--- src/rtl/pdr_pkg.sv ---
package pdr_pkg;

  typedef struct packed {
    logic       trunc_en;
    logic       trunc_depth;
    logic       dith_en;
    logic [1:0] dith_depth;
    logic       rgb_rand;
    logic       frame_rand;
    logic       hp_rand;
  } pdr_cfg_t;

  // Number of significant bits kept per channel for a configuration.
  function automatic int keep_bits(input pdr_cfg_t c, input int full_w);
    if (c.dith_en) begin
      if (c.dith_depth == 2'd0) return 6;
      if (c.dith_depth == 2'd1) return 8;
      return 10;
    end
    if (c.trunc_en) return c.trunc_depth ? 8 : 6;
    return full_w;
  endfunction

endpackage

--- src/rtl/pdr_lfsr.sv ---
module pdr_lfsr #(
  parameter int W = 28
) (
  input  logic         clk,
  input  logic         rst_n,
  input  logic         adv,
  input  logic         load,
  input  logic [W-1:0] reload,
  output logic [W-1:0] noise
);
  logic [W-1:0] st;
  logic [W-1:0] reload_fix;
  logic [W-1:0] cur;

  assign reload_fix = (reload == '0) ? W'(1) : reload;
  assign cur        = load ? reload_fix : st;
  assign noise      = cur;

  // Taps at bit W-1 and bit 2: x^28 + x^3 + 1 for the default width.
  always_ff @(posedge clk) begin
    if (!rst_n)   st <= W'(1);
    else if (adv) st <= {cur[W-2:0], cur[W-1] ^ cur[2]};
  end


  lfsr_nonzero_chk: assert property (@(posedge clk) disable iff (!rst_n)
    st != '0);

endmodule

--- src/rtl/pdr_fcount.sv ---
module pdr_fcount #(
  parameter int FCW = 4
) (
  input  logic           clk,
  input  logic           rst_n,
  input  logic           tick,
  input  logic           frand,
  input  logic           short_mode,
  output logic [FCW-1:0] term
);
  logic [FCW-1:0] fc;
  logic [FCW-1:0] lim;
  logic [FCW-1:0] used;
  int unsigned    sw;

  assign lim  = short_mode ? FCW'(3) : {FCW{1'b1}};
  assign sw   = short_mode ? 1 : 2;
  assign used = frand ? fc : '0;
  assign term = FCW'((used << sw) | (used >> (FCW - sw)));

  always_ff @(posedge clk) begin
    if (!rst_n) fc <= '0;
    else if (tick) begin
      if (!frand || fc >= lim) fc <= '0;
      else                     fc <= fc + 1'b1;
    end
  end


  frame_cnt_idle_chk: assert property (@(posedge clk) disable iff (!rst_n)
    (tick && !frand) |=> (fc == '0));

endmodule

--- src/rtl/pdr_quant.sv ---
module pdr_quant #(
  parameter int CH_W = 12,
  parameter int RW   = 28,
  parameter int DW   = 4
) (
  input  logic [CH_W-1:0] x,
  input  logic [DW-1:0]   drop,
  input  logic [RW-1:0]   rnd,
  input  logic            dith,
  output logic [CH_W-1:0] y
);
  logic [CH_W-1:0] lowmask;
  logic [CH_W-1:0] noise;
  logic [CH_W:0]   sum;
  logic            unused_hi;

  assign lowmask   = ({{(CH_W-1){1'b0}}, 1'b1} << drop) - 1'b1;
  assign noise     = dith ? (rnd[CH_W-1:0] & lowmask) : '0;
  assign unused_hi = ^rnd[RW-1:CH_W];
  assign sum       = {1'b0, x} + {1'b0, noise};

  // Overflow past full scale saturates at the largest kept code.
  always_comb begin
    if (sum[CH_W]) y = ~lowmask;
    else           y = sum[CH_W-1:0] & ~lowmask;
  end

endmodule

--- src/rtl/pixel_depth_reducer.sv ---
module pixel_depth_reducer #(
  parameter int CH_W   = 12,
  parameter int LFSR_W = 28,
  parameter int FC_W   = 4
) (
  input  logic                clk,
  input  logic                rst_n,
  input  logic                in_valid,
  output logic                in_ready,
  input  logic                in_sof,
  input  logic                in_sol,
  input  logic [3*CH_W-1:0]   in_pix,
  input  logic                cfg_trunc_en,
  input  logic                cfg_trunc_depth,
  input  logic                cfg_dith_en,
  input  logic [1:0]          cfg_dith_depth,
  input  logic                cfg_rgb_rand,
  input  logic                cfg_frame_rand,
  input  logic                cfg_hp_rand,
  input  logic [LFSR_W-1:0]   cfg_seed_r,
  input  logic [LFSR_W-1:0]   cfg_seed_g,
  input  logic [LFSR_W-1:0]   cfg_seed_b,
  output logic                out_valid,
  input  logic                out_ready,
  output logic                out_sof,
  output logic                out_sol,
  output logic [3*CH_W-1:0]   out_pix
);
  import pdr_pkg::*;

  localparam int NCH   = 3;
  localparam int PIX_W = NCH * CH_W;
  localparam int DW    = $clog2(CH_W + 1);

  pdr_cfg_t          cfg_in, cfg_act, cfg_eff;
  logic              acc, frame_go;
  logic [DW-1:0]     drop;
  logic [FC_W-1:0]   fterm;
  logic [LFSR_W-1:0] seed_arr [NCH];
  logic [LFSR_W-1:0] noise    [NCH];
  logic [PIX_W-1:0]  red_pix;
  logic              unused_cfg;

  assign cfg_in = '{trunc_en: cfg_trunc_en, trunc_depth: cfg_trunc_depth,
                    dith_en: cfg_dith_en, dith_depth: cfg_dith_depth,
                    rgb_rand: cfg_rgb_rand, frame_rand: cfg_frame_rand,
                    hp_rand: cfg_hp_rand};

  assign in_ready = !out_valid || out_ready;
  assign acc      = in_valid && in_ready;
  assign frame_go = acc && in_sof;
  assign cfg_eff  = in_sof ? cfg_in : cfg_act;
  assign drop     = DW'(CH_W - keep_bits(cfg_eff, CH_W));
  // High-pass mode reads the raw register output, same path as normal mode.
  assign unused_cfg = cfg_eff.hp_rand;

  assign seed_arr[0] = cfg_seed_r;
  assign seed_arr[1] = cfg_seed_g;
  assign seed_arr[2] = cfg_seed_b;

  always_ff @(posedge clk) begin
    if (!rst_n)        cfg_act <= '0;
    else if (frame_go) cfg_act <= cfg_in;
  end

  pdr_fcount #(.FCW(FC_W)) u_fcount (
    .clk(clk), .rst_n(rst_n), .tick(frame_go),
    .frand(cfg_eff.frame_rand), .short_mode(cfg_eff.dith_depth[1]),
    .term(fterm)
  );

  for (genvar c = 0; c < NCH; c++) begin : g_ch
    logic [LFSR_W-1:0] src;

    pdr_lfsr #(.W(LFSR_W)) u_lfsr (
      .clk(clk), .rst_n(rst_n), .adv(acc), .load(frame_go),
      .reload(seed_arr[c] ^ LFSR_W'(fterm)), .noise(noise[c])
    );

    assign src = cfg_eff.rgb_rand ? noise[c] : noise[0];

    pdr_quant #(.CH_W(CH_W), .RW(LFSR_W), .DW(DW)) u_quant (
      .x(in_pix[(NCH-1-c)*CH_W +: CH_W]), .drop(drop), .rnd(src),
      .dith(cfg_eff.dith_en), .y(red_pix[(NCH-1-c)*CH_W +: CH_W])
    );
  end

  always_ff @(posedge clk) begin
    if (!rst_n) begin
      out_valid <= 1'b0;
      out_sof   <= 1'b0;
      out_sol   <= 1'b0;
      out_pix   <= '0;
    end else if (in_ready) begin
      out_valid <= in_valid;
      if (in_valid) begin
        out_sof <= in_sof;
        out_sol <= in_sol;
        out_pix <= red_pix;
      end
    end
  end


  stall_hold_chk: assert property (@(posedge clk) disable iff (!rst_n)
    (out_valid && !out_ready) |=> (out_valid && $stable(out_pix) &&
                                   $stable(out_sof) && $stable(out_sol)));


  accept_lat_chk: assert property (@(posedge clk) disable iff (!rst_n)
    acc |=> out_valid);


  cfg_hold_chk: assert property (@(posedge clk) disable iff (!rst_n)
    !frame_go |=> $stable(cfg_act));

endmodule

--- config.mk ---
export PLATFORM = sky130hd
export DESIGN_NAME = pixel_depth_reducer
export DESIGN_NICKNAME = d
export VERILOG_FILES = /design/src/rtl/pdr_pkg.sv /design/src/rtl/pdr_lfsr.sv /design/src/rtl/pdr_fcount.sv /design/src/rtl/pdr_quant.sv /design/src/rtl/pixel_depth_reducer.sv
export SDC_FILE = /design/constraint.sdc
export NUM_CORES = 1
export LEC_CHECK = 0
export BUFFER_PORTS_ARGS = -buffer_cell sky130_fd_sc_hd__buf_2
export CORE_MARGIN = 2
export CORE_UTILIZATION = 30
export CTS_BUF_LIST = sky130_fd_sc_hd__clkbuf_4
export CTS_CLUSTER_SIZE = 40
export DETAILED_ROUTE_END_ITERATION = 12
export PLACE_DENSITY = 0.54
export SLEW_MARGIN = 15
export SYNTH_ARGS = -nofsm -noshare
export SYNTH_HDL_FRONTEND = slang
export SYNTH_HIERARCHICAL = 1
export SYNTH_SLANG_ARGS = --single-unit
--- constraint.sdc ---
create_clock -name clk -period 8.02 [get_ports clk]
set_input_delay 2.406 -clock clk [delete_from_list [all_inputs] [get_ports clk]]
set_output_delay 2.406 -clock clk [all_outputs]
set_load 0.02 [all_outputs]
### Word-level counts from Yosys, hierarchy flattened

Index checks and enable logic that the tools add are counted.

| storage, ports and cells | value |
|---|---|
| register bits | 135 |
| input bits | 134 |
| output and inout bits | 40 |

| operators by class | value |
|---|---|
| add/sub/neg operators | 7 |
| $lt $le $gt $ge | 1 |
| equality and inequality tests | 1 |
| shift operators | 3 |
| muxes and demuxes | 36 |
| bitwise gates (word level) | 14 |
| reduce and logical (&&, ||, !) cells | 11 |

Operators by type and width:

| kind | number |
|---|---|
| $mux W28 | 6 |
| $mux W12 | 8 |
| $logic_not A28 Y1 | 3 |
| $xor A28 B4 Y28 | 3 |
| $and A12 B12 Y12 | 6 |
| $mux W4 | 11 |
| $add A12 B12 Y13 | 3 |
| $shl A4 B32 Y4 | 1 |
| $shr A4 B32 Y4 | 1 |
| $sub A3 B32 Y32 const A | 1 |
| $not A12 Y12 | 1 |
| $shl A1 B4 Y12 const A | 1 |
| $sub A12 B1 Y12 const B | 1 |
| $mux W1 | 8 |
| $mux W8 | 1 |
| $add A4 B1 Y4 const B | 1 |
| $ge A4 B4 Y1 | 1 |
| $or A4 B4 Y4 | 1 |
| $sub A3 B4 Y4 const A | 1 |
| $mux W3 | 1 |
| $xor A1 B1 Y1 | 3 |
| $eq A2 B1 Y1 const B | 1 |
| $logic_and A1 B1 Y1 | 2 |
| $logic_not A1 Y1 | 2 |
| other kinds (4) | 5 |

### Longest topological paths before layout

| logic depth | value |
|---|---|
| word-level depth | 20 |
| gate-level depth with buffers | 26 |

### Modules after synthesis

Netlist, hierarchy kept.

By module, submodules not included:

| module | times used | cells each | area an instance (µm²) |
|---|---|---|---|
| pdr_lfsr | 3 | 160 | 1602.8 |
| pixel_depth_reducer | 1 | 384 | 2623.8 |
| pdr_quant at g_ch[1].u_quant | 1 | 142 | 960.9 |
| pdr_quant at g_ch[2].u_quant | 1 | 126 | 915.9 |
| pdr_quant at g_ch[0].u_quant | 1 | 130 | 910.9 |
| pdr_fcount | 1 | 39 | 340.3 |

### Least setup slack after synthesis

Ideal clock, no wire load.

| path | value |
|---|---|
| path kind | input to register |
| start point | input port in_sof |
| end point | register out_pix[33] |
| arrival | 6.561 ns |
| required time | 7.898 ns |
| slack | 1.337 ns |
| stages | 24 |
| path buffers | 5 |
| path through | buf_6 > buf_2 > a211oi_1 > a21oi_1 > a21boi_0 > ha_1 > xnor2_1 > clkbuf_1 > or4_1 > ha_1 > clkbuf_1 > nor4b_1 > a21oi_1 > o22ai_1 > and3_1 > ha_1 > and3_1 > a221oi_2 > o31ai_2 > a21oi_2 > buf_6 > a32oi_2 > nand2_1 > a21boi_0 |

| between the ends | value |
|---|---|
| longest elaborated chain between the ends | 19 |

Ends and longest elaborated chain:

| item | line | RTL |
|---|---|---|
| from (decl) | pixel_depth_reducer.sv:10 | `input logic in_sof,` |
| $mux W8 * | pixel_depth_reducer.sv:52 | `assign cfg_eff = in_sof ? cfg_in : cfg_act;` |
| $eq A2 B1 Y1 | pdr_pkg.sv:17 | `if (c.dith_depth == 2'd1) return 8;` |
| $mux W1 (2 in a row) | pdr_pkg.sv:17 |  |
| $mux W1 | pdr_pkg.sv:15 | `if (c.dith_en) begin` |
| $mux W4 | pdr_pkg.sv:18 | `return 10;` |
| $mux W4 | pdr_pkg.sv:17 |  |
| $mux W4 | pdr_pkg.sv:15 |  |
| $mux W4 | pdr_pkg.sv:20 | `if (c.trunc_en) return c.trunc_depth ? 8 : 6;` |
| [3 not listed] | -- |  |
| named net drop[1] | pixel_depth_reducer.sv:37 | `logic [DW-1:0] drop;` |
| $shl A1 B4 Y12 * | pdr_quant.sv:17 | `assign lowmask = ({{(CH_W-1){1'b0}}, 1'b1} << drop) - 1'b1;` |
| $sub A12 B1 Y12 * | pdr_quant.sv:17 |  |
| $and A12 B12 Y12 | pdr_quant.sv:18 | `assign noise = dith ? (rnd[CH_W-1:0] & lowmask) : '0;` |
| $mux W12 | pdr_quant.sv:18 |  |
| $add A12 B12 Y13 | pdr_quant.sv:20 | `assign sum = {1'b0, x} + {1'b0, noise};` |
| $and A12 B12 Y12 | pdr_quant.sv:25 | `else y = sum[CH_W-1:0] & ~lowmask;` |
| $mux W12 * | pdr_quant.sv:24 | `if (sum[CH_W]) y = ~lowmask;` |
| named net red_pix[33] | pixel_depth_reducer.sv:41 | `logic [PIX_W-1:0] red_pix;` |
| to (signal assigned) | pixel_depth_reducer.sv:99 | `out_pix <= red_pix;` |
| to (decl) | pixel_depth_reducer.sv:27 | `output logic [3*CH_W-1:0] out_pix` |

Mark *: on every way through the listed nets, which the timed path passes. The rest lies on a longest branch. The select of a mux whose other input is x is not followed.
A chain may end at the register's enable or synchronous reset.

==> results.sh <==
export IMPL_status="finished, final reports clean"
export IMPL_cp_max_fo=17
export IMPL_ant_nets=0
export IMPL_rsz0062_at_grt="no"
export IMPL_clock_latency_ns=0.59
export IMPL_clk_pin_slew_ns=0.13
export IMPL_gp_congestion=0.869
export IMPL_hp_class="reg2reg"
export IMPL_worst_pin_slew_ns=0.804
export IMPL_cts_setup_buffers=0
export IMPL_wl_met3_um=1540
export IMPL_cts_resized=0
export IMPL_area_growth_pct=14.2
export IMPL_cap_violations=0
export IMPL_antenna_found_initial=8
export IMPL_drt_iter0_drc=432
export IMPL_wl_per_cell_um=16.5
export IMPL_drt_wl_total_um=30100
export IMPL_final_area_um2=11700
export IMPL_leakage_uw=0.00529
export IMPL_grt_pass1_wl_um=47700
export IMPL_clock_skew_final_ns=0.0332
export IMPL_setup_tns_ns=0
export IMPL_die_w_um=189
export IMPL_max_slew_margin_pct=46.1
export IMPL_cts_sink_count=134
export IMPL_dieArea_um2=35600
export IMPL_root_buffer="clkbuf_4"
export IMPL_initial_core_util_pct=30.5
export IMPL_cts_buffers=17
export IMPL_fmax_mhz=143
export IMPL_io_buffers=172
export IMPL_hold_violations=0
export IMPL_p_per_area_nw_per_um2=162
export IMPL_crit_type="in2reg"
export IMPL_final_fill_count=3555
export IMPL_vdd_ir_drop_worst_mv=0.0756
export IMPL_final_nets=1538
export IMPL_rows=67
export IMPL_drt_met1_wl_um=14700
export IMPL_grt_start_max_net_pins=137
export IMPL_dr_max_layer_used="met5"
export IMPL_synthesis_area_um2=10200
export IMPL_cts_tree="built"
export IMPL_num_vias=8953
export IMPL_grt_pass1_vias=8663
export IMPL_crit_path_start_kind="input port"
export IMPL_grt_overflow_total=0
export IMPL_coreArea_um2=33600
export IMPL_avgSynthCellArea_um2=8.40
export IMPL_critPathRequiredTime_ns=8.50
export IMPL_cts_buffer_depth=2
export IMPL_final_min_clock_period_ns=7.00
export IMPL_drv_slew=0
export IMPL_dp_hpwl_um=22400
export IMPL_met2_length_um=13400
export IMPL_htree_num_levels=4
export IMPL_grt_usage_pct=17.0
export IMPL_hold_buffers=0
export IMPL_layout_drive_gt1_share_pct=29.3
export IMPL_io_pins=174
export IMPL_cp_arrival_ns=7.48
export IMPL_drt_first_pass_iters=5
export IMPL_die_y_um=189
export IMPL_drc=0
export IMPL_via_per_inst=4.91
export IMPL_setup_violations=0
export IMPL_dpl_cell_area_um2=11400
export IMPL_min_period_over_period_pct=87.3
export IMPL_netlist_instances=1219
export IMPL_worstSetupEndpointType="flip-flop"
export IMPL_yosys_warnings=6
## flip-flops by register name, summed over array words and instances, names as in the netlist
name	count
out_sof	1
out_valid	1
out_sol	1
cfg_act	7
g_ch.u_lfsr/st	84
u_fcount/fc	4
out_pix	36
## per-layer routing
metal  vias up  global-route usage [%]
met5         -                       0
met4         4                    4.72
met3        27                    3.82
met2       206                    27.2
met1      4162                    22.9
li1       4554                       -
## metrics by stage
| step | hold WS (ns) | util, % | setup slack (ns) | cells | total power [µW] |
|---|---|---|---|---|---|
| finish | 0.469 | 34.8 | 1.02 | 1825 | 1890 |
| global placement | 0.449 | 33.8 | 0.455 | 1787 | 1370 |
| detailed placement | 0.456 | 33.8 | 0.380 | 1787 | 1370 |
| global route | 0.490 | 34.8 | 0.469 | 1821 | 2020 |
| floorplan | 0.439 | - | 1.34 | 1228 | 1210 |
| CTS | 0.474 | 34.7 | 0.993 | 1818 | 1920 |
## worst max-delay path: stages
cell and delay [ns]:
buf_2 0.31, nor2b_1 0.11, a21oi_1 0.28, inv_1 0.23, mux2i_1 0.16, nor2b_1 0.32, xor2_1 0.30, nor4_1 0.09
and4_1 0.20, nand4_1 0.12, a21oi_1 0.13, nand2_1 0.18, nand2_1 0.08, and3_1 0.18, ha_1 0.21, fa_1 0.45
a21oi_2 0.18, o211ai_2 0.16, o2111ai_2 0.27, nor2_2 0.06, a211oi_2 0.55, buf_4 0.28, a21oi_2 0.06, nand2_1 0.07
a21boi_0 0.09
## placed cells by master (no fill, tap or decap), types with 26 or more instances in the layout
cell and instances:
nand2_1 184, buf_2 171, nor2_1 160, dfxtp_1 134, mux2_4 55, a21oi_1 53
ha_1 43, a21boi_0 42, nor3b_2 39, xor2_1 30, inv_1 27, mux2_2 26
## worst paths after layout
path | to | from | slack (ns) | depth (start not counted)
worst max-delay path | out_pix[6] | in_sof | 1.02 | 25
worst min-delay path | out_pix[7] | out_pix[7] | 0.47 | 2
worst max register to register | out_pix[26] | cfg_act[5] | 2.79 | 20
worst min register to register | out_pix[7] | out_pix[7] | 0.47 | 2
## area by class of cell
class | count | area (µm²) | share of cell area (%)
inverter | 32 | 125 | 1.07
timing repair buffer | 186 | 993 | 8.50
tap | 448 | 561 | 4.79
multi-input combinational | 987 | 7000 | 59.8
clock buffer | 17 | 128 | 1.09
clock inverter | 14 | 189 | 1.62
antenna | 7 | 17.5 | 0.150
sequential | 134 | 2680 | 22.9
## power breakdown
part           leakage, µW  switching, µW  internal, µW
Sequential         0.00110           25.3           716
Combinational      0.00403            354           262
Clock             0.000164            309           224
Power figures use the tool's default switching activity.
